--- config.mk ---
export PLATFORM = sky130hd
export DESIGN_NAME = lcd_mux_scan
export DESIGN_NICKNAME = d
export VERILOG_FILES = /design/src/rtl/lcd_scan_pkg.sv /design/src/rtl/lcd_scan_timing.sv /design/src/rtl/lcd_com_drive.sv /design/src/rtl/lcd_seg_drive.sv /design/src/rtl/lcd_mux_scan.sv
export SDC_FILE = /design/constraint.sdc
export NUM_CORES = 1
export LEC_CHECK = 0
export BUFFER_PORTS_ARGS = -buffer_cell sky130_fd_sc_hd__buf_2
export CAP_MARGIN = 10
export CORE_AREA = 2 2 283 285
export DETAILED_ROUTE_END_ITERATION = 10
export DIE_AREA = 0 0 285 287
export SYNTH_ARGS = -nofsm -noshare
export SYNTH_HDL_FRONTEND = slang
export SYNTH_SLANG_ARGS = --single-unit
--- constraint.sdc ---
create_clock -name clk -period 1.75 [get_ports clk]
set_clock_uncertainty 0.15 [all_clocks]
set_input_delay 0.175 -clock clk [delete_from_list [all_inputs] [get_ports clk]]
set_output_delay 0.175 -clock clk [all_outputs]
set_load 0.05 [all_outputs]
--- src/rtl/lcd_scan_pkg.sv ---
package lcd_scan_pkg;
  localparam int LVL_W = 3;

  localparam logic [LVL_W-1:0] LV_GND  = 3'd0;
  localparam logic [LVL_W-1:0] LV_Q1   = 3'd1;
  localparam logic [LVL_W-1:0] LV_HALF = 3'd2;
  localparam logic [LVL_W-1:0] LV_Q3   = 3'd3;
  localparam logic [LVL_W-1:0] LV_FULL = 3'd4;

  // Mirror a level about mid-scale for the inverted frame.
  function automatic logic [LVL_W-1:0] lvl_mirror(input logic [LVL_W-1:0] lv,
                                                  input logic inv);
    return inv ? (LV_FULL - lv) : lv;
  endfunction
endpackage

--- src/rtl/lcd_scan_timing.sv ---
module lcd_scan_timing #(
  parameter int NCOM      = 8,
  parameter int SLOT_CLKS = 64,
  localparam int COMW = (NCOM > 1) ? $clog2(NCOM) : 1,
  localparam int PRW  = (SLOT_CLKS > 1) ? $clog2(SLOT_CLKS) : 1
) (
  input  logic            clk,
  input  logic            rst_n,
  input  logic            disp_on,
  output logic            slot_start,
  output logic [COMW-1:0] com_idx,
  output logic            inv,
  output logic            frame_start
);
  logic [PRW-1:0]  presc_q, presc_d;
  logic [COMW-1:0] com_q, com_d;
  logic            inv_q, inv_d;
  logic            frame_q, frame_d;
  logic            slot_end, last_com;

  always_comb begin
    slot_end = (presc_q == PRW'(SLOT_CLKS - 1));
    last_com = (com_q == COMW'(NCOM - 1));
    presc_d  = slot_end ? '0 : presc_q + 1'b1;
    com_d    = com_q;
    if (slot_end) com_d = last_com ? '0 : com_q + 1'b1;
    inv_d    = (slot_end && last_com) ? ~inv_q : inv_q;
    frame_d  = (presc_q == '0) && (com_q == '0) && !inv_q && disp_on;
  end

  always_ff @(posedge clk or negedge rst_n) begin
    if (!rst_n) begin
      presc_q <= '0;
      com_q   <= '0;
      inv_q   <= 1'b0;
      frame_q <= 1'b0;
    end else begin
      presc_q <= presc_d;
      com_q   <= com_d;
      inv_q   <= inv_d;
      frame_q <= frame_d;
    end
  end

  assign slot_start  = (presc_q == '0);
  assign com_idx     = com_q;
  assign inv         = inv_q;
  assign frame_start = frame_q;

  // the served common moves only across a slot boundary
  p_com_step_r2: assert property (@(posedge clk) disable iff (!rst_n)
    $past(rst_n) && (com_q != $past(com_q)) |-> $past(presc_q) == PRW'(SLOT_CLKS - 1));

  // marker lasts one cycle
  p_frame_pulse_r8: assert property (@(posedge clk) disable iff (!rst_n)
    frame_q |=> !frame_q);

  // marker only during the slot of common 0, non-inverted
  p_frame_com0_r8: assert property (@(posedge clk) disable iff (!rst_n)
    frame_q |-> (com_q == '0) && !inv_q && (presc_q == PRW'(1)));
endmodule

--- src/rtl/lcd_com_drive.sv ---
module lcd_com_drive
  import lcd_scan_pkg::*;
#(
  parameter int NCOM = 8,
  localparam int COMW = (NCOM > 1) ? $clog2(NCOM) : 1
) (
  input  logic                  clk,
  input  logic                  rst_n,
  input  logic                  disp_on,
  input  logic                  slot_start,
  input  logic [COMW-1:0]       com_idx,
  input  logic                  inv,
  output logic [NCOM*LVL_W-1:0] com_lvl
);
  logic [NCOM-1:0][LVL_W-1:0] lvl_q, lvl_d;
  logic [NCOM-1:0]            ext;

  for (genvar n = 0; n < NCOM; n++) begin : g_com
    always_comb begin
      lvl_d[n] = lvl_mirror((com_idx == COMW'(n)) ? LV_FULL : LV_Q1, inv);
    end

    always_ff @(posedge clk or negedge rst_n) begin
      if (!rst_n)          lvl_q[n] <= LV_GND;
      else if (!disp_on)   lvl_q[n] <= LV_GND;
      else if (slot_start) lvl_q[n] <= lvl_d[n];
    end

    assign ext[n] = (lvl_q[n] == LV_FULL) || (lvl_q[n] == LV_GND);

    // a loaded common never sits at mid-scale
    p_com_no_half_r6: assert property (@(posedge clk) disable iff (!rst_n)
      $past(rst_n) && $past(slot_start && disp_on) |-> lvl_q[n] != LV_HALF);
  end

  assign com_lvl = lvl_q;

  // exactly one common at an extreme level after a refresh
  p_one_active_r3: assert property (@(posedge clk) disable iff (!rst_n)
    $past(rst_n) && $past(slot_start && disp_on) |-> $countones(ext) == 1);

  // display off grounds every common
  p_com_off_r7: assert property (@(posedge clk) disable iff (!rst_n)
    $past(rst_n) && !$past(disp_on) |-> com_lvl == '0);
endmodule

--- src/rtl/lcd_seg_drive.sv ---
module lcd_seg_drive
  import lcd_scan_pkg::*;
#(
  parameter int NCOM = 8,
  parameter int NSEG = 64,
  localparam int COMW = (NCOM > 1) ? $clog2(NCOM) : 1
) (
  input  logic                  clk,
  input  logic                  rst_n,
  input  logic                  disp_on,
  input  logic                  slot_start,
  input  logic [COMW-1:0]       com_idx,
  input  logic                  inv,
  input  logic [NSEG*NCOM-1:0]  seg_cols,
  output logic [NSEG*LVL_W-1:0] seg_lvl
);
  logic [NSEG-1:0][LVL_W-1:0] lvl_q, lvl_d;

  for (genvar k = 0; k < NSEG; k++) begin : g_seg
    logic [NCOM-1:0] col;
    logic            pix;

    assign col = seg_cols[k*NCOM +: NCOM];
    assign pix = col[com_idx];

    always_comb begin
      lvl_d[k] = lvl_mirror(pix ? LV_GND : LV_HALF, inv);
    end

    always_ff @(posedge clk or negedge rst_n) begin
      if (!rst_n)          lvl_q[k] <= LV_GND;
      else if (!disp_on)   lvl_q[k] <= LV_GND;
      else if (slot_start) lvl_q[k] <= lvl_d[k];
    end

    // loaded segment uses only ground, half or full
    p_seg_codes_r4: assert property (@(posedge clk) disable iff (!rst_n)
      $past(rst_n) && $past(slot_start && disp_on) |->
        (lvl_q[k] == LV_GND) || (lvl_q[k] == LV_HALF) || (lvl_q[k] == LV_FULL));
  end

  assign seg_lvl = lvl_q;

  // no change to segment drive inside a slot
  p_hold_midslot_r5: assert property (@(posedge clk) disable iff (!rst_n)
    $past(rst_n) && !$past(slot_start) && $past(disp_on) |-> $stable(seg_lvl));

  // display off grounds every segment
  p_seg_off_r7: assert property (@(posedge clk) disable iff (!rst_n)
    $past(rst_n) && !$past(disp_on) |-> seg_lvl == '0);
endmodule

--- src/rtl/lcd_mux_scan.sv ---
module lcd_mux_scan
  import lcd_scan_pkg::*;
#(
  parameter int NCOM      = 8,
  parameter int NSEG      = 64,
  parameter int SLOT_CLKS = 64,
  localparam int COMW = (NCOM > 1) ? $clog2(NCOM) : 1
) (
  input  logic                  clk,
  input  logic                  rst_n,
  input  logic                  disp_on,
  input  logic [NSEG*NCOM-1:0]  seg_cols,
  output logic [NCOM*LVL_W-1:0] com_lvl,
  output logic [NSEG*LVL_W-1:0] seg_lvl,
  output logic                  frame_start
);
  logic            slot_start;
  logic [COMW-1:0] com_idx;
  logic            inv;

  lcd_scan_timing #(.NCOM(NCOM), .SLOT_CLKS(SLOT_CLKS)) timing_i (
    .clk         (clk),
    .rst_n       (rst_n),
    .disp_on     (disp_on),
    .slot_start  (slot_start),
    .com_idx     (com_idx),
    .inv         (inv),
    .frame_start (frame_start)
  );

  lcd_com_drive #(.NCOM(NCOM)) com_i (
    .clk        (clk),
    .rst_n      (rst_n),
    .disp_on    (disp_on),
    .slot_start (slot_start),
    .com_idx    (com_idx),
    .inv        (inv),
    .com_lvl    (com_lvl)
  );

  lcd_seg_drive #(.NCOM(NCOM), .NSEG(NSEG)) seg_i (
    .clk        (clk),
    .rst_n      (rst_n),
    .disp_on    (disp_on),
    .slot_start (slot_start),
    .com_idx    (com_idx),
    .inv        (inv),
    .seg_cols   (seg_cols),
    .seg_lvl    (seg_lvl)
  );

  // outputs quiet right after reset
  p_reset_quiet_r1: assert property (@(posedge clk)
    !rst_n |-> (com_lvl == '0) && (seg_lvl == '0) && !frame_start);
endmodule

======== Word level (Yosys, flattened, before mapping) ========
Index checks and enable logic that the tools add are counted.
storage, ports and cells
  register bits after elaboration ......... 227
  bits of input ports ..................... 515
  output and inout bits ................... 217
  word-level logic and storage cells ...... 586
operators by class
  add/sub/neg operators ................... 74
  magnitude comparators ................... 1
  eq/ne operators ......................... 9
  multiplexer cells ....................... 418
  bitwise gates (word level) .............. 1
  reduce and logical (&&, ||, !) cells .... 7
operators with widths
  kind                   count
  $mux W3                225
  $sub A3 B3 Y3 const A  72
  $bmux W1 S3            64
  $mux W2                64
  $mux W1                64
  $eq A3 B3 Y1 const B   4
  $add A6 B1 Y6 const B  1
  $eq A3 B2 Y1 const B   2
  $eq A6 B6 Y1 const B   1
  $logic_not A6 Y1       1
  $mux W6                1
  $logic_and A1 B1 Y1    4
  $lt A3 B4 Y1 const B   1
  $add A3 B1 Y3 const B  1
  $eq A3 B1 Y1 const B   1
  $logic_not A3 Y1       1
  $ne A2 B1 Y1 const B   1
  $logic_not A1 Y1       1
  $not A1 Y1             1

======== Longest topological paths before layout ========
Gate-level depths: netlist of the first run.
  word-level depth ........................ 7
  mapped depth ............................ 7

======== Cells and area by module ========
Synthesis of the first run repeated with hierarchy kept, for this count alone.
unflattened totals
  cells, all modules ...................... 1048
  area, all modules ....................... 10814.1 um^2
modules (own cells, without submodules)
  module           instances  cells an instance  area an instance (um^2)
  lcd_seg_drive    1          923                9267.6
  lcd_com_drive    1          80                 1006.0
  lcd_scan_timing  1          45                 540.5

======== Worst setup path after synthesis of the first run ========
OpenSTA, ideal clock, no wires.
  path kind ............................... register to register
  start point ............................. register timing_i.com_q[1] (netlist: timing_i.com_idx[1])
  end point ............................... register com_i.lvl_q, in the netlist com_i.com_lvl[2]
  data arrival time ....................... 1622 ps
  setup slack ............................. -143 ps
  cell stages (with the launch flop) ...... 7
  path buffers ............................ 2
  cell sequence ........................... dfrtp_1 > buf_2 > buf_1 > inv_1 > ha_1 > nor2b_1 > a22o_1
on the way
  longest elaborated chain between the ends .. 6
ends and longest elaborated chain
  what                            line                   RTL
  start: declaration              lcd_scan_timing.sv:16  logic [COMW-1:0] com_q, com_d;
  start signal: assignment        lcd_scan_timing.sv:39  com_q <= com_d;
  $logic_not A3 Y1 *              lcd_com_drive.sv:20    lvl_d[n] = lvl_mirror((com_idx == COMW'(n)) ? LV_FULL : LV_Q1, inv);
  $mux W3 *                       lcd_com_drive.sv:20
  $sub A3 B3 Y3                   lcd_scan_pkg.sv:13     return inv ? (LV_FULL - lv) : lv;
  $mux W3 *                       lcd_scan_pkg.sv:13
  $mux W3 *                       lcd_com_drive.sv:26    else if (slot_start) lvl_q[n] <= lvl_d[n];
  $mux W3 *                       lcd_com_drive.sv:25    else if (!disp_on) lvl_q[n] <= LV_GND;
  end signal: indexed assignment  lcd_com_drive.sv:26
  end: declaration                lcd_com_drive.sv:15    logic [NCOM-1:0][LVL_W-1:0] lvl_q, lvl_d;
Mark *: on every way between the ends. The rest lies on a longest branch, timed or not. The select of a mux whose other input is x is not followed.
A chain may end at the register's enable or synchronous reset.

======== Worst setup path in the final report of the first run ========
  start point ............................. register timing_i.com_q[0] (netlist: timing_i.com_idx[0])
  end point ............................... register seg_i.lvl_q, in the netlist seg_i.seg_lvl[172]
on the way
  longest elaborated chain between the ends .. 7
ends and longest elaborated chain
  what                             line                 RTL
  $bmux W1 S3 *                    lcd_seg_drive.sv:24  assign pix = col[com_idx];
  $mux W1 (not written as such) *  lcd_seg_drive.sv:24
  $mux W2 *                        lcd_seg_drive.sv:27  lvl_d[k] = lvl_mirror(pix ? LV_GND : LV_HALF, inv);
  $sub A3 B3 Y3                    lcd_scan_pkg.sv:13
  $mux W3 *                        lcd_scan_pkg.sv:13
  $mux W3 *                        lcd_seg_drive.sv:33  else if (slot_start) lvl_q[k] <= lvl_d[k];
  $mux W3 *                        lcd_seg_drive.sv:32  else if (!disp_on) lvl_q[k] <= LV_GND;
  end signal: indexed assignment   lcd_seg_drive.sv:33
  end: declaration                 lcd_seg_drive.sv:17  logic [NSEG-1:0][LVL_W-1:0] lvl_q, lvl_d;
Marks and branches as above.

==> results_tabular.tex, run 1 <==
\begin{tabular}{lr}
\hline
Metric & Value \\
\hline
\multicolumn{2}{l}{\textbf{Logic synthesis}} \\
Dominant combinational cell family by area after synthesis & multiplexers \\
Share of the synthesized netlist area taken by xor and xnor gates & 0.344\% \\
Compound-Gate Fraction of Synth Area & 13.3\% \\
Seq/Total Area, Yosys & 40.1\% \\
Warning count from the yosys run & 0 \\
Distinct cell type count after synthesis & 33 \\
Number of standard cells after synthesis & 693 \\
Share of synthesized flip-flops with an asynchronous set or reset & 100\% \\
Mean instance size in the synthesized netlist & 14.7 um2 \\
Post-synthesis simple-gate area fraction & 1.55\% \\
Multiplexer area fraction after synthesis & 35.0\% \\
Mapped cell area & 10,200 um2 \\
\#FFs+latches synth & 163 \\
Arithmetic-cell share of the synthesized area counting full adders, half adders and majority gates & 0.984\% \\
Top FF cell, synth & sky130\_fd\_sc\_hd\_\_dfrtp\_1 \\
EDFF count, synth & 0 \\
\multicolumn{2}{l}{\textbf{Floorplanning}} \\
Site row count & 103 \\
Floorplan die width & 285 um \\
Die Height & 287 um \\
Initial core utilization & 12.9\% \\
Number of top-level pins & 732 \\
Core region area & 78,600 um2 \\
Die area & 81,800 um2 \\
\multicolumn{2}{l}{\textbf{Timing}} \\
Smallest setup slack after layout & -0.264 ns \\
Fin Setup TNS & -25.23 ns \\
Unrepaired setup endpoints after global routing & yes \\
Achievable Freq & 0.497 GHz \\
Worst hold margin & 0.0703 ns \\
Number of hold violations in the final report & 0 \\
Time the worst path needs with I/O delays and setup & 2.01 ns \\
Worst slew margin & 38.1\% \\
Setup-failing EPs final & 130 \\
Period utilization & 115\% \\
Final number of max-transition violations & 0 \\
Worst-Margin Slew & 0.929 ns \\
\multicolumn{2}{l}{\textbf{CTS}} \\
Number of buffers created by CTS & 17 \\
CTS root buf & sky130\_fd\_sc\_hd\_\_clkbuf\_16 \\
Clk\_lat worst skew & 0.47 ns \\
CTS tree & yes \\
CTS max path bufs & 2 \\
Maximum level of the CTS H-tree & 4 \\
Register clock-pin slew on the reported worst setup and hold paths & 0.08 ns \\
Clk sink count & 163 \\
\multicolumn{2}{l}{\textbf{Finish}} \\
Number of fillers in the final layout & 8,443 \\
Proportion of layout cells with a drive suffix above 1 & 69.9\% \\
Synthesis-to-finish area growth & 64.1\% \\
Non-filler cells, final & 2,499 \\
Net count of the finished layout & 1,953 \\
\multicolumn{2}{l}{\textbf{Global routing}} \\
Pin count of the biggest net entering global routing & 79 \\
Via count of the first global-routing pass & 10,240 \\
Gr ovfl total & 0 \\
First-pass GRT wire length & 66,500 um \\
Global-route usage over all layers & 11.2\% \\
Antenna violations before repair & 9 \\
\multicolumn{2}{l}{\textbf{Critical path}} \\
Reg-to-Reg Start & timing\_i.com\_idx[0] \\
Origin of the worst setup path & timing\_i.com\_idx[0] \\
Largest fanout on the critical path & 19 \\
Worst setup SP type & register \\
Data required time at the worst endpoint & 2.02 ns \\
R2r setup slk & -0.26 ns \\
Data arrival time at the worst-slack endpoint & 2.28 ns \\
Sort of element at the end of the critical path & register \\
Setup Crit Path Kind & register to register \\
R2r endpoint & seg\_i.seg\_lvl[172] \\
Path depth of the worst reg2reg path & 5 \\
Worst setup path end & seg\_i.seg\_lvl[172] \\
\multicolumn{2}{l}{\textbf{Placed design}} \\
Worst Setup Slack post-DPL & -0.391 ns \\
RePlAce Congestion & 0.896 \\
Detailed-placement wirelength estimate & 37,400 um \\
Instance count after placement with tap cells included & 2,431 \\
Count of buffers from port buffering & 667 \\
\multicolumn{2}{l}{\textbf{Route}} \\
Residual antenna-violating net count after detailed routing & 0 \\
Sum of routed wire length over all layers & 50,500 um \\
DR pass1 iterations & 4 \\
Overall via count from detail\_route & 9,743 \\
DRC & 0 \\
Metal2 WL & 23,700 um \\
Detailed-route vias per instance & 3.90 \\
Iteration-0 DRC count of the detailed router & 435 \\
Detailed-routed wire length on met3 & 4700 um \\
Max Used Layer & met4 \\
Wl on met1 & 19,700 um \\
Routed wire per std cell & 20.2 um \\
\multicolumn{2}{l}{\textbf{Pwr}} \\
Areal power density over the cells & 550 nW/um2 \\
Largest vdd supply drop & 0.709 mV \\
Leakage power total & 0.00810 uW \\
\multicolumn{2}{l}{\textbf{Min path}} \\
Hold crit path type & primary input to register \\
Worst hold path cell count & 4 \\
\multicolumn{2}{l}{\textbf{Outcome}} \\
Violations in the final reports & negative setup slack \\
Result of the run & finished, violations left \\
\multicolumn{2}{l}{\textbf{Job}} \\
Max capacitance violation total & 0 \\
\hline
\end{tabular}
stage by stage:
step / total power, uW / cell area (um2) / utilization, %
floorplan: 4590 / 10500 / -
global placement: 5260 / 15100 / 19.3
detailed placement: 5270 / 15100 / 19.3
CTS: 9330 / 16200 / 20.5
global route: 9660 / 16700 / 21.2
finish: 9170 / 16700 / 21.2
report_power, final:
group          total (uW)  internal (uW)    switching (uW)  leakage [uW]
logic                1580            745               831       0.00556
registers            3760           3760  0.00000000000284       0.00226
clock network        3830           1920              1910      0.000279
registers in the layout (all words and copies together) (netlist names):
signal	count
timing_i.presc_q	6
com_i.com_lvl	24
seg_i.seg_lvl	128
timing_i.inv	1
timing_i.frame_start	1
timing_i.com_idx	3
routing by layer:
metal	vias up	GRT usage [%]
met4	0	5.96
met2	592	18.5
met1	4843	12.8
met5	-	0
li1	4205	-
met3	103	4.09
worst max-delay path: stages, from the launching register on:
cell and delay, ns:
sky130_fd_sc_hd__dfrtp_4 0.48, sky130_fd_sc_hd__buf_12 0.20, sky130_fd_sc_hd__buf_4 0.18, sky130_fd_sc_hd__mux4_2 0.57, sky130_fd_sc_hd__mux2i_2 0.22, sky130_fd_sc_hd__a22o_1 0.15
worst min-delay path by stage:
stage | startpoint | to
floorplan | rst_n | com_i.com_lvl[0]
global placement | rst_n | seg_i.seg_lvl[64]
detailed placement | rst_n | seg_i.seg_lvl[77]
CTS | seg_cols[430] | seg_i.seg_lvl[161]
global route | seg_cols[296] | seg_i.seg_lvl[113]
finish | seg_cols[15] | seg_i.seg_lvl[5]
cell families after synthesis:
group | Yosys count
AOI/OAI and AO/OA | 155
and+or+nand+nor | 26
adders and majority gates | 8
DFF | 163
buffers and inverters | 141
muxes | 195
other | 1
xor gates and xnor gates | 4
Yosys cell counts (5+ instances only):
| master | number | share of area, % |
|---|---|---|
| sky130_fd_sc_hd__a22o_1 | 73 | 6.3 |
| sky130_fd_sc_hd__buf_2 | 25 | 1.2 |
| sky130_fd_sc_hd__buf_6 | 11 | 1.2 |
| sky130_fd_sc_hd__clkbuf_1 | 25 | 0.92 |
| sky130_fd_sc_hd__o2bb2ai_1 | 73 | 6.3 |
| sky130_fd_sc_hd__buf_4 | 64 | 4.7 |
| sky130_fd_sc_hd__nand2_1 | 5 | 0.18 |
| sky130_fd_sc_hd__ha_1 | 8 | 0.98 |
| sky130_fd_sc_hd__mux2i_1 | 66 | 6.5 |
| sky130_fd_sc_hd__dfrtp_1 | 163 | 40 |
| sky130_fd_sc_hd__mux4_2 | 128 | 28 |
| sky130_fd_sc_hd__buf_1 | 11 | 0.41 |
| sky130_fd_sc_hd__a32o_1 | 6 | 0.59 |
placed cells by master (no fill, tap or decap), drive strengths merged, types with 2 or more instances in the layout:
| cell type | n |
|---|---|
| nor2b | 4 |
| dlymetal6s4s | 2 |
| nor2 | 3 |
| a32o | 6 |
| dfrtp | 163 |
| ha | 8 |
| diode | 6 |
| clkinvlp | 2 |
| buf | 771 |
| nand3 | 4 |
| nand2 | 5 |
| clkinv | 6 |
| clkbuf | 29 |
| inv | 11 |
| mux2i | 66 |
| mux4 | 128 |
| conb | 64 |
| and3 | 3 |
| dlygate4sd3 | 7 |
| xor2 | 3 |
| o2bb2ai | 73 |
| a22o | 73 |
area by class of cell:
class / instances / area (um2) / area share [%]
Antenna cell: 6 / 15.0 / 0.0900
Clock buffer: 18 / 439 / 2.63
Clock inverter: 14 / 139 / 0.832
Inverter: 5 / 21.3 / 0.127
Multi-Input combinational cell: 452 / 5790 / 34.7
Sequential cell: 163 / 4090 / 24.5
Tap cell: 1050 / 1310 / 7.87
Timing Repair Buffer: 791 / 4880 / 29.3
timing repair:
action,4_1_cts,5_1_grt
setup buffers,5,2
endpoints found under the setup margin,131,177
pin swaps,3,14
hold buffers,9,0
gates resized for setup,57,49
cloned,3,14
hold endpoints to repair,171,0
Power figures use the tool's default switching activity.
==> run 2: changes to the inputs <==
--- a/config.mk
+++ b/config.mk
@@ -10,6 +10,7 @@
 export CORE_AREA = 2 2 283 285
 export DETAILED_ROUTE_END_ITERATION = 10
 export DIE_AREA = 0 0 285 287
+export HOLD_SLACK_MARGIN = 0.1
 export SYNTH_ARGS = -nofsm -noshare
 export SYNTH_HDL_FRONTEND = slang
 export SYNTH_SLANG_ARGS = --single-unit
==> results_tabular.tex, run 2 (same netlist as run 1, synthesis figures left out) <==
\begin{tabular}{lr}
\hline
Metric & Value \\
\hline
\multicolumn{2}{l}{\textbf{Outcome}} \\
Result of the run & finished, violations left (unchanged) \\
Violations in the final reports & negative setup slack (unchanged) \\
\multicolumn{2}{l}{\textbf{Global routing}} \\
First-pass GRT wire length & 79,600 um (was 66,500 um) \\
Antenna violations before repair & 3 (was 9) \\
Gr ovfl total & 0 (unchanged) \\
Global-route usage over all layers & 13.2\% (was 11.2\%) \\
Via count of the first global-routing pass & 12,948 (was 10,240) \\
Pin count of the biggest net entering global routing & 79 (unchanged) \\
\multicolumn{2}{l}{\textbf{Finish}} \\
Proportion of layout cells with a drive suffix above 1 & 55.2\% (was 69.9\%) \\
Non-filler cells, final & 2,900 (was 2,499) \\
Storage element area & 4090 um2 (unchanged) \\
Commonest cells after routing, fill and taps aside & sky130\_fd\_sc\_hd\_\_buf\_2, sky130\_fd\_sc\_hd\_\_dlygate4sd3\_1, sky130\_fd\_sc\_hd\_\_dfrtp\_1 (was sky130\_fd\_sc\_hd\_\_buf\_2, sky130\_fd\_sc\_hd\_\_dfrtp\_1, sky130\_fd\_sc\_hd\_\_mux4\_2) \\
Synthesis-to-finish area growth & 105\% (was 64.1\%) \\
Commonest non-fill, non-tap cell in the layout & sky130\_fd\_sc\_hd\_\_buf\_2 (unchanged) \\
Net count of the finished layout & 2,354 (was 1,953) \\
Number of fillers in the final layout & 7,944 (was 8,443) \\
Combined area of the multi-input logic cells & 5890 um2 (was 5790 um2) \\
Final standard cell area without fillers & 20,800 um2 (was 16,700 um2) \\
Post-route core utilization & 26.5\% (was 21.2\%) \\
Number of flip-flops under the largest register name & 128 (unchanged) \\
\multicolumn{2}{l}{\textbf{Timing}} \\
Time the worst path needs with I/O delays and setup & 2.04 ns (was 2.01 ns) \\
Final number of max-transition violations & 0 (unchanged) \\
Unrepaired setup endpoints after global routing & yes (unchanged) \\
Period utilization & 117\% (was 115\%) \\
Smallest setup slack after layout & -0.291 ns (was -0.264 ns) \\
Number of hold violations in the final report & 0 (unchanged) \\
Achievable Freq & 0.490 GHz (was 0.497 GHz) \\
Setup-failing EPs final & 135 (was 130) \\
\multicolumn{2}{l}{\textbf{Pwr}} \\
Areal power density over the cells & 479 nW/um2 (was 550 nW/um2) \\
Total Power & 9960 uW (was 9170 uW) \\
Largest vdd supply drop & 0.706 mV (was 0.709 mV) \\
Leakage power total & 0.00978 uW (was 0.00810 uW) \\
\multicolumn{2}{l}{\textbf{CTS}} \\
CTS root buf & sky130\_fd\_sc\_hd\_\_clkbuf\_16 (unchanged) \\
Clk\_lat worst skew & 0.48 ns (was 0.47 ns) \\
Register clock-pin slew on the reported worst setup and hold paths & 0.07 ns (was 0.08 ns) \\
Clk sink count & 163 (unchanged) \\
CTS tree & yes (unchanged) \\
Maximum level of the CTS H-tree & 4 (unchanged) \\
CTS max path bufs & 2 (unchanged) \\
Number of buffers created by CTS & 17 (unchanged) \\
\multicolumn{2}{l}{\textbf{Critical path}} \\
Path depth of the worst reg2reg path & 5 (unchanged) \\
Sort of element at the end of the critical path & register (unchanged) \\
Setup Crit Path Kind & register to register (unchanged) \\
Data arrival time at the worst-slack endpoint & 2.30 ns (was 2.28 ns) \\
R2r setup slk & -0.29 ns (was -0.26 ns) \\
Largest fanout on the critical path & 18 (was 19) \\
Data required time at the worst endpoint & 2.01 ns (was 2.02 ns) \\
Worst setup SP type & register (unchanged) \\
\multicolumn{2}{l}{\textbf{Placed design}} \\
RePlAce Congestion & 0.896 (unchanged) \\
Detailed-placement wirelength estimate & 37,400 um (unchanged) \\
Placed Instance Area & 15,100 um2 (unchanged) \\
Instance count after placement with tap cells included & 2,431 (unchanged) \\
Worst Setup Slack post-DPL & -0.391 ns (unchanged) \\
Count of buffers from port buffering & 667 (unchanged) \\
\multicolumn{2}{l}{\textbf{Min path}} \\
Hold crit path type & primary input to register (unchanged) \\
Worst hold path cell count & 4 (unchanged) \\
\multicolumn{2}{l}{\textbf{Route}} \\
DRC & 0 (unchanged) \\
Routed wire per std cell & 20.6 um (was 20.2 um) \\
Residual antenna-violating net count after detailed routing & 0 (unchanged) \\
DR pass1 iterations & 5 (was 4) \\
Overall via count from detail\_route & 11,838 (was 9,743) \\
Detailed-route vias per instance & 4.08 (was 3.90) \\
Iteration-0 DRC count of the detailed router & 700 (was 435) \\
Sum of routed wire length over all layers & 59,700 um (was 50,500 um) \\
\multicolumn{2}{l}{\textbf{Floorplanning}} \\
Initial core utilization & 12.9\% (unchanged) \\
Number of top-level pins & 732 (unchanged) \\
Die Height & 287 um (unchanged) \\
Core region area & 78,600 um2 (unchanged) \\
Die area & 81,800 um2 (unchanged) \\
Floorplan die width & 285 um (unchanged) \\
Site row count & 103 (unchanged) \\
\multicolumn{2}{l}{\textbf{Job}} \\
Max capacitance violation total & 0 (unchanged) \\
\hline
\end{tabular}
## run 2: changes by cell type in the layout (fill, tap and decap cells not counted), sizes merged
cell and change:
dlygate4sd3 +404, dlymetal6s4s -2, buf -1
## run 2: path summary, 6_finish.rpt
kind	from	endpoint
max in group asynchronous	rst_n	seg_i.seg_lvl[28]
worst max-delay path	timing_i.com_idx[0]	seg_i.seg_lvl[55]
worst min-delay path	seg_cols[26]	seg_i.seg_lvl[11]
worst min register to register	seg_i.seg_lvl[8]	seg_i.seg_lvl[8]
min in group asynchronous	rst_n	seg_i.seg_lvl[64]
worst max register to register	timing_i.com_idx[0]	seg_i.seg_lvl[55]
## run 2: critical path, cell delays in order, from the launching register on
cell and delay (ns):
sky130_fd_sc_hd__dfrtp_4 0.48, sky130_fd_sc_hd__buf_12 0.20, sky130_fd_sc_hd__buf_4 0.20, sky130_fd_sc_hd__mux4_2 0.53, sky130_fd_sc_hd__mux2i_1 0.22, sky130_fd_sc_hd__a22o_1 0.17
## run 2: report_power, final
group          total, uW  internal (uW)     switching, uW  leakage [uW]
sequential          3760           3760  0.00000000000293       0.00226
clock               3840           1920              1920      0.000279
combinational       2360           1330              1030       0.00724
total               9960           7020              2950       0.00978
## run 2: area by class of cell
cell class / instances / area share, %
inverters: 5 / 0.102
clock inverters: 14 / 0.668
clock buffers: 18 / 2.11
multi-input cells: 452 / 28.3
flip-flops and latches: 163 / 19.6
diodes: 6 / 0.0722
repair buffers: 1192 / 42.8
well taps: 1050 / 6.32
## run 2: metal layers
layer	global-route usage, %	up-vias	wire length [um]
met5	0	-	9
met4	7.55	2	3290
met3	4.92	221	5950
met2	22.4	853	28600
met1	14.0	5763	21800
li1	-	4999	-
## run 2: through the flow
| stage | setup TNS (ns) | hold slack, ns |
|---|---|---|
| after floorplan | -5.80 | -0.271 |
| after global placement | -23.13 | -0.0165 |
| after detailed placement | -25.96 | -0.0197 |
| after CTS | -28.56 | 0.104 |
| after global routing | -35.59 | 0.105 |
| final | -25.72 | 0.142 |
## run 2: repair_timing
item | in CTS | in global routing
setup endpoints to repair | 131 | 147
hold buffers | 406 | 5
hold endpoints to repair | 266 | 1
pin swaps | 3 | 18
gates resized for setup | 57 | 62
buffers inserted | 5 | 2
gates cloned | 3 | 14
==> run 3: changes to the inputs <==
--- a/config.mk
+++ b/config.mk
@@ -7,10 +7,14 @@
 export LEC_CHECK = 0
 export BUFFER_PORTS_ARGS = -buffer_cell sky130_fd_sc_hd__buf_2
 export CAP_MARGIN = 10
+export CELL_PAD_IN_SITES_DETAIL_PLACEMENT = 0
+export CELL_PAD_IN_SITES_GLOBAL_PLACEMENT = 1
 export CORE_AREA = 2 2 283 285
 export DETAILED_ROUTE_END_ITERATION = 10
 export DIE_AREA = 0 0 285 287
 export HOLD_SLACK_MARGIN = 0.1
+export PLACE_DENSITY_LB_ADDON = 0.1
 export SYNTH_ARGS = -nofsm -noshare
 export SYNTH_HDL_FRONTEND = slang
+export SYNTH_HIERARCHICAL = 1
 export SYNTH_SLANG_ARGS = --single-unit
==> results_tabular.tex, run 3 <==
\begin{tabular}{lr}
\hline
Metric & Value \\
\hline
\multicolumn{2}{l}{\textbf{Route}} \\
Sum of routed wire length over all layers & 65,500 um (was 59,700 um) \\
Overall via count from detail\_route & 12,757 (was 11,838) \\
Detailed-route vias per instance & 3.91 (was 4.08) \\
DRC & 0 (unchanged) \\
Routed wire per std cell & 20.1 um (was 20.6 um) \\
DR pass1 iterations & 4 (was 5) \\
Residual antenna-violating net count after detailed routing & 0 (unchanged) \\
Iteration-0 DRC count of the detailed router & 362 (was 700) \\
\multicolumn{2}{l}{\textbf{Min path}} \\
Worst hold path cell count & 5 (was 4) \\
Hold crit path type & primary input to register (unchanged) \\
End point of the worst hold path & seg\_i/seg\_lvl[131] (was seg\_i.seg\_lvl[11]) \\
Hold\_sp & seg\_cols[350] (was seg\_cols[26]) \\
\multicolumn{2}{l}{\textbf{Logic synthesis}} \\
EDFF count, synth & 0 (unchanged) \\
Area share of the largest cell type after synthesis & 37.7\% (was 40.1\%) \\
Mapped cell area & 10,800 um2 (was 10,200 um2) \\
Top FF cell, synth & sky130\_fd\_sc\_hd\_\_dfrtp\_1 (unchanged) \\
Leading cell types by count after synthesis & sky130\_fd\_sc\_hd\_\_mux2i\_1, sky130\_fd\_sc\_hd\_\_dfrtp\_1, sky130\_fd\_sc\_hd\_\_nand2\_1 (was sky130\_fd\_sc\_hd\_\_dfrtp\_1, sky130\_fd\_sc\_hd\_\_mux4\_2, sky130\_fd\_sc\_hd\_\_a22o\_1, sky130\_fd\_sc\_hd\_\_o2bb2ai\_1, sky130\_fd\_sc\_hd\_\_mux2i\_1) \\
\#FFs+latches synth & 163 (unchanged) \\
Distinct cell type count after synthesis & 40 (was 33) \\
Seq/Total Area, Yosys & 37.7\% (was 40.1\%) \\
Mean instance size in the synthesized netlist & 10.3 um2 (was 14.7 um2) \\
Dominant cell type by area after synthesis & sky130\_fd\_sc\_hd\_\_dfrtp\_1 (unchanged) \\
Dominant cells by area after synthesis & sky130\_fd\_sc\_hd\_\_dfrtp\_1, sky130\_fd\_sc\_hd\_\_mux2i\_1, sky130\_fd\_sc\_hd\_\_a22oi\_1, sky130\_fd\_sc\_hd\_\_a22o\_1, sky130\_fd\_sc\_hd\_\_buf\_4 (was sky130\_fd\_sc\_hd\_\_dfrtp\_1, sky130\_fd\_sc\_hd\_\_mux4\_2, sky130\_fd\_sc\_hd\_\_mux2i\_1, sky130\_fd\_sc\_hd\_\_a22o\_1, sky130\_fd\_sc\_hd\_\_o2bb2ai\_1) \\
Most common cell in the netlist & sky130\_fd\_sc\_hd\_\_mux2i\_1 (was sky130\_fd\_sc\_hd\_\_dfrtp\_1) \\
Share of synthesized flip-flops with an asynchronous set or reset & 100\% (unchanged) \\
Number of standard cells after synthesis & 1,048 (was 693) \\
Warning count from the yosys run & 6 (was 0) \\
\multicolumn{2}{l}{\textbf{Global routing}} \\
Pin count of the biggest net entering global routing & 64 (was 79) \\
Global-route usage over all layers & 15.3\% (was 13.2\%) \\
Via count of the first global-routing pass & 14,087 (was 12,948) \\
First-pass GRT wire length & 92,100 um (was 79,600 um) \\
Antenna violations before repair & 3 (unchanged) \\
Gr ovfl total & 0 (unchanged) \\
\multicolumn{2}{l}{\textbf{Floorplanning}} \\
Die Height & 287 um (unchanged) \\
Floorplan die width & 285 um (unchanged) \\
Die area & 81,800 um2 (unchanged) \\
Initial core utilization & 13.8\% (was 12.9\%) \\
Number of top-level pins & 732 (unchanged) \\
Core region area & 78,600 um2 (unchanged) \\
Site row count & 103 (unchanged) \\
\multicolumn{2}{l}{\textbf{Timing}} \\
Final number of max-transition violations & 0 (unchanged) \\
Smallest setup slack after layout & -0.235 ns (was -0.291 ns) \\
Period utilization & 113\% (was 117\%) \\
Setup-failing EPs final & 144 (was 135) \\
Number of hold violations in the final report & 0 (unchanged) \\
Time the worst path needs with I/O delays and setup & 1.98 ns (was 2.04 ns) \\
Unrepaired setup endpoints after global routing & yes (unchanged) \\
Achievable Freq & 0.504 GHz (was 0.490 GHz) \\
\multicolumn{2}{l}{\textbf{CTS}} \\
CTS root buf & sky130\_fd\_sc\_hd\_\_clkbuf\_16 (unchanged) \\
Clk sink count & 163 (unchanged) \\
Register clock-pin slew on the reported worst setup and hold paths & 0.08 ns (was 0.07 ns) \\
Clk\_lat worst skew & 0.48 ns (about the same) \\
Maximum level of the CTS H-tree & 4 (unchanged) \\
CTS tree & yes (unchanged) \\
CTS max path bufs & 2 (unchanged) \\
Number of buffers created by CTS & 17 (unchanged) \\
\multicolumn{2}{l}{\textbf{Outcome}} \\
Violations in the final reports & negative setup slack (unchanged) \\
Result of the run & finished, violations left (unchanged) \\
\multicolumn{2}{l}{\textbf{Placed design}} \\
Instance count after placement with tap cells included & 2,780 (was 2,431) \\
Detailed-placement wirelength estimate & 46,400 um (was 37,400 um) \\
Count of buffers from port buffering & 667 (unchanged) \\
Worst Setup Slack post-DPL & -0.390 ns (was -0.391 ns) \\
RePlAce Congestion & 0.821 (was 0.896) \\
\multicolumn{2}{l}{\textbf{Finish}} \\
Number of flip-flops under the largest register name & 128 (unchanged) \\
Synthesis-to-finish area growth & 102\% (was 105\%) \\
Commonest cells after routing, fill and taps aside & sky130\_fd\_sc\_hd\_\_buf\_2, sky130\_fd\_sc\_hd\_\_dlygate4sd3\_1, sky130\_fd\_sc\_hd\_\_mux2i\_1 (was sky130\_fd\_sc\_hd\_\_buf\_2, sky130\_fd\_sc\_hd\_\_dlygate4sd3\_1, sky130\_fd\_sc\_hd\_\_dfrtp\_1) \\
Proportion of layout cells with a drive suffix above 1 & 44.4\% (was 55.2\%) \\
Net count of the finished layout & 2,719 (was 2,354) \\
Non-filler cells, final & 3,264 (was 2,900) \\
Commonest non-fill, non-tap cell in the layout & sky130\_fd\_sc\_hd\_\_buf\_2 (unchanged) \\
\multicolumn{2}{l}{\textbf{Critical path}} \\
R2r setup slk & -0.23 ns (was -0.29 ns) \\
Largest fanout on the critical path & 18 (unchanged) \\
R2r endpoint & seg\_i/seg\_lvl[85] (was seg\_i.seg\_lvl[55]) \\
CP most frequent cell & sky130\_fd\_sc\_hd\_\_buf\_12 \\
Reg-to-Reg Start & timing\_i/com\_idx[0] (was timing\_i.com\_idx[0]) \\
Critical-path top delay cell & sky130\_fd\_sc\_hd\_\_dfrtp\_4 (was sky130\_fd\_sc\_hd\_\_mux4\_2) \\
Buffer and inverter count on the worst path & 3 (was 2) \\
Crit path max-delay family & flip-flops (was multiplexers) \\
Worst setup SP type & register (unchanged) \\
Path depth of the worst reg2reg path & 7 (was 5) \\
Data required time at the worst endpoint & 1.97 ns (was 2.01 ns) \\
Ordered list of cells on the worst path & buf\_12 -> buf\_12 -> buf\_4 -> mux2i\_1 -> a22oi\_1 -> nand2\_1 -> a22o\_1 (was buf\_12 -> buf\_4 -> mux4\_2 -> mux2i\_1 -> a22o\_1) \\
Data arrival time at the worst-slack endpoint & 2.20 ns (was 2.30 ns) \\
Sort of element at the end of the critical path & register (unchanged) \\
Setup Crit Path Kind & register to register (unchanged) \\
Maximum single-stage delay on the critical path & 0.58 ns (was 0.53 ns) \\
\multicolumn{2}{l}{\textbf{Pwr}} \\
Leakage power total & 0.0101 uW (was 0.00978 uW) \\
Largest vdd supply drop & 0.566 mV (was 0.706 mV) \\
Areal power density over the cells & 470 nW/um2 (was 479 nW/um2) \\
\multicolumn{2}{l}{\textbf{Job}} \\
Max capacitance violation total & 0 (unchanged) \\
\hline
\end{tabular}
-- run 3: cell types whose count changed after synthesis, moves of 64 or more --
cell / delta
sky130_fd_sc_hd__mux4_2: -128
sky130_fd_sc_hd__mux2i_1: +191
sky130_fd_sc_hd__o21ai_1: +64
sky130_fd_sc_hd__o2bb2ai_1: -65
sky130_fd_sc_hd__nand2_1: +125
sky130_fd_sc_hd__a22oi_1: +128
-- run 3: how the worst max path moves through the flow --
stage                        startpoint                 end  slack [ns]  cells after the start
global route        timing_i/com_idx[0]  seg_i/seg_lvl[160]       -0.32                      7
detailed placement  timing_i/com_idx[0]    seg_i/seg_lvl[4]       -0.39                      6
CTS                 timing_i/com_idx[0]  seg_i/seg_lvl[160]       -0.28                      7
finish              timing_i/com_idx[0]   seg_i/seg_lvl[85]       -0.23                      7
global placement    timing_i/com_idx[0]    seg_i/seg_lvl[4]       -0.29                      6
floorplan           timing_i/presc_q[0]  seg_i/seg_lvl[101]       -0.05                      7
-- run 3: area by class of cell --
class	instances	area [um2]
well taps	1050	1310
repair buffers	1224	9450
clock buffers	17	425
inverters	7	26.3
fillers	8445	56800
flip-flops and latches	163	4080
multi-input cells	786	6330
diodes	2	5.00
clock inverters	15	208
-- run 3: stage by stage --
stage	instance area (um2)	utilization [%]	power (uW)	setup TNS, ns	hold WS [ns]
floorplan	11100	-	4580	-2.53	-0.271
global placement	15800	20.1	5390	-21.14	-0.137
detailed placement	15800	20.1	5380	-20.26	-0.135
CTS	21600	27.4	10500	-21.66	0.100
global route	21800	27.8	10800	-33.06	0.137
finish	21800	27.8	10300	-18.91	0.130
-- run 3: repair_timing --
| action | 4_1_cts | 5_1_grt |
|---|---|---|
| pin swaps | 66 | 61 |
| gates resized for setup | 125 | 73 |
| endpoints found under the setup margin | 151 | 157 |
| setup buffers | 30 | 9 |
| gates cloned | 14 | 4 |
| hold buffers | 404 | 0 |
| endpoints found under the hold margin | 283 | 0 |
-- run 3: report_power, final --
group          total [uW]    switching [uW]  internal (uW)
combinational        2390              1080           1310
clock                4110              2030           2090
sequential           3760  0.00000000000241           3760
-- run 3: layer usage --
metal  vias up  track usage (%)  wire length, um
met4         2             3.98             1000
met5         -                0               13
met2       374             27.8            34000
met1      6238             18.3            27500
met3        41             3.08             2970
li1       6102                -                -
-- run 3: worst min-delay path: stages --
cell and delay [ns]:
sky130_fd_sc_hd__buf_2 0.10, sky130_fd_sc_hd__mux2i_1 0.17, sky130_fd_sc_hd__a22oi_2 0.12, sky130_fd_sc_hd__nand2_2 0.09, sky130_fd_sc_hd__o21ai_2 0.06
-- run 3: logic make-up (layout without fill, tap and decap cells) --
logic type               after synthesis  after routing  share of synthesized area (%)
AO/OA/AOI/OAI                        291            291                           19.4
XOR/XNOR                               4              4                          0.324
adder cells (fa/ha/maj)                5              5                          0.579
buffers and inverters                162           1263                           11.3
flip-flops                           163            163                           37.7
multiplexers                         259            259                           24.1
other                                  1             66                         0.0347
AND/OR/NAND/NOR                      163            163                           6.63
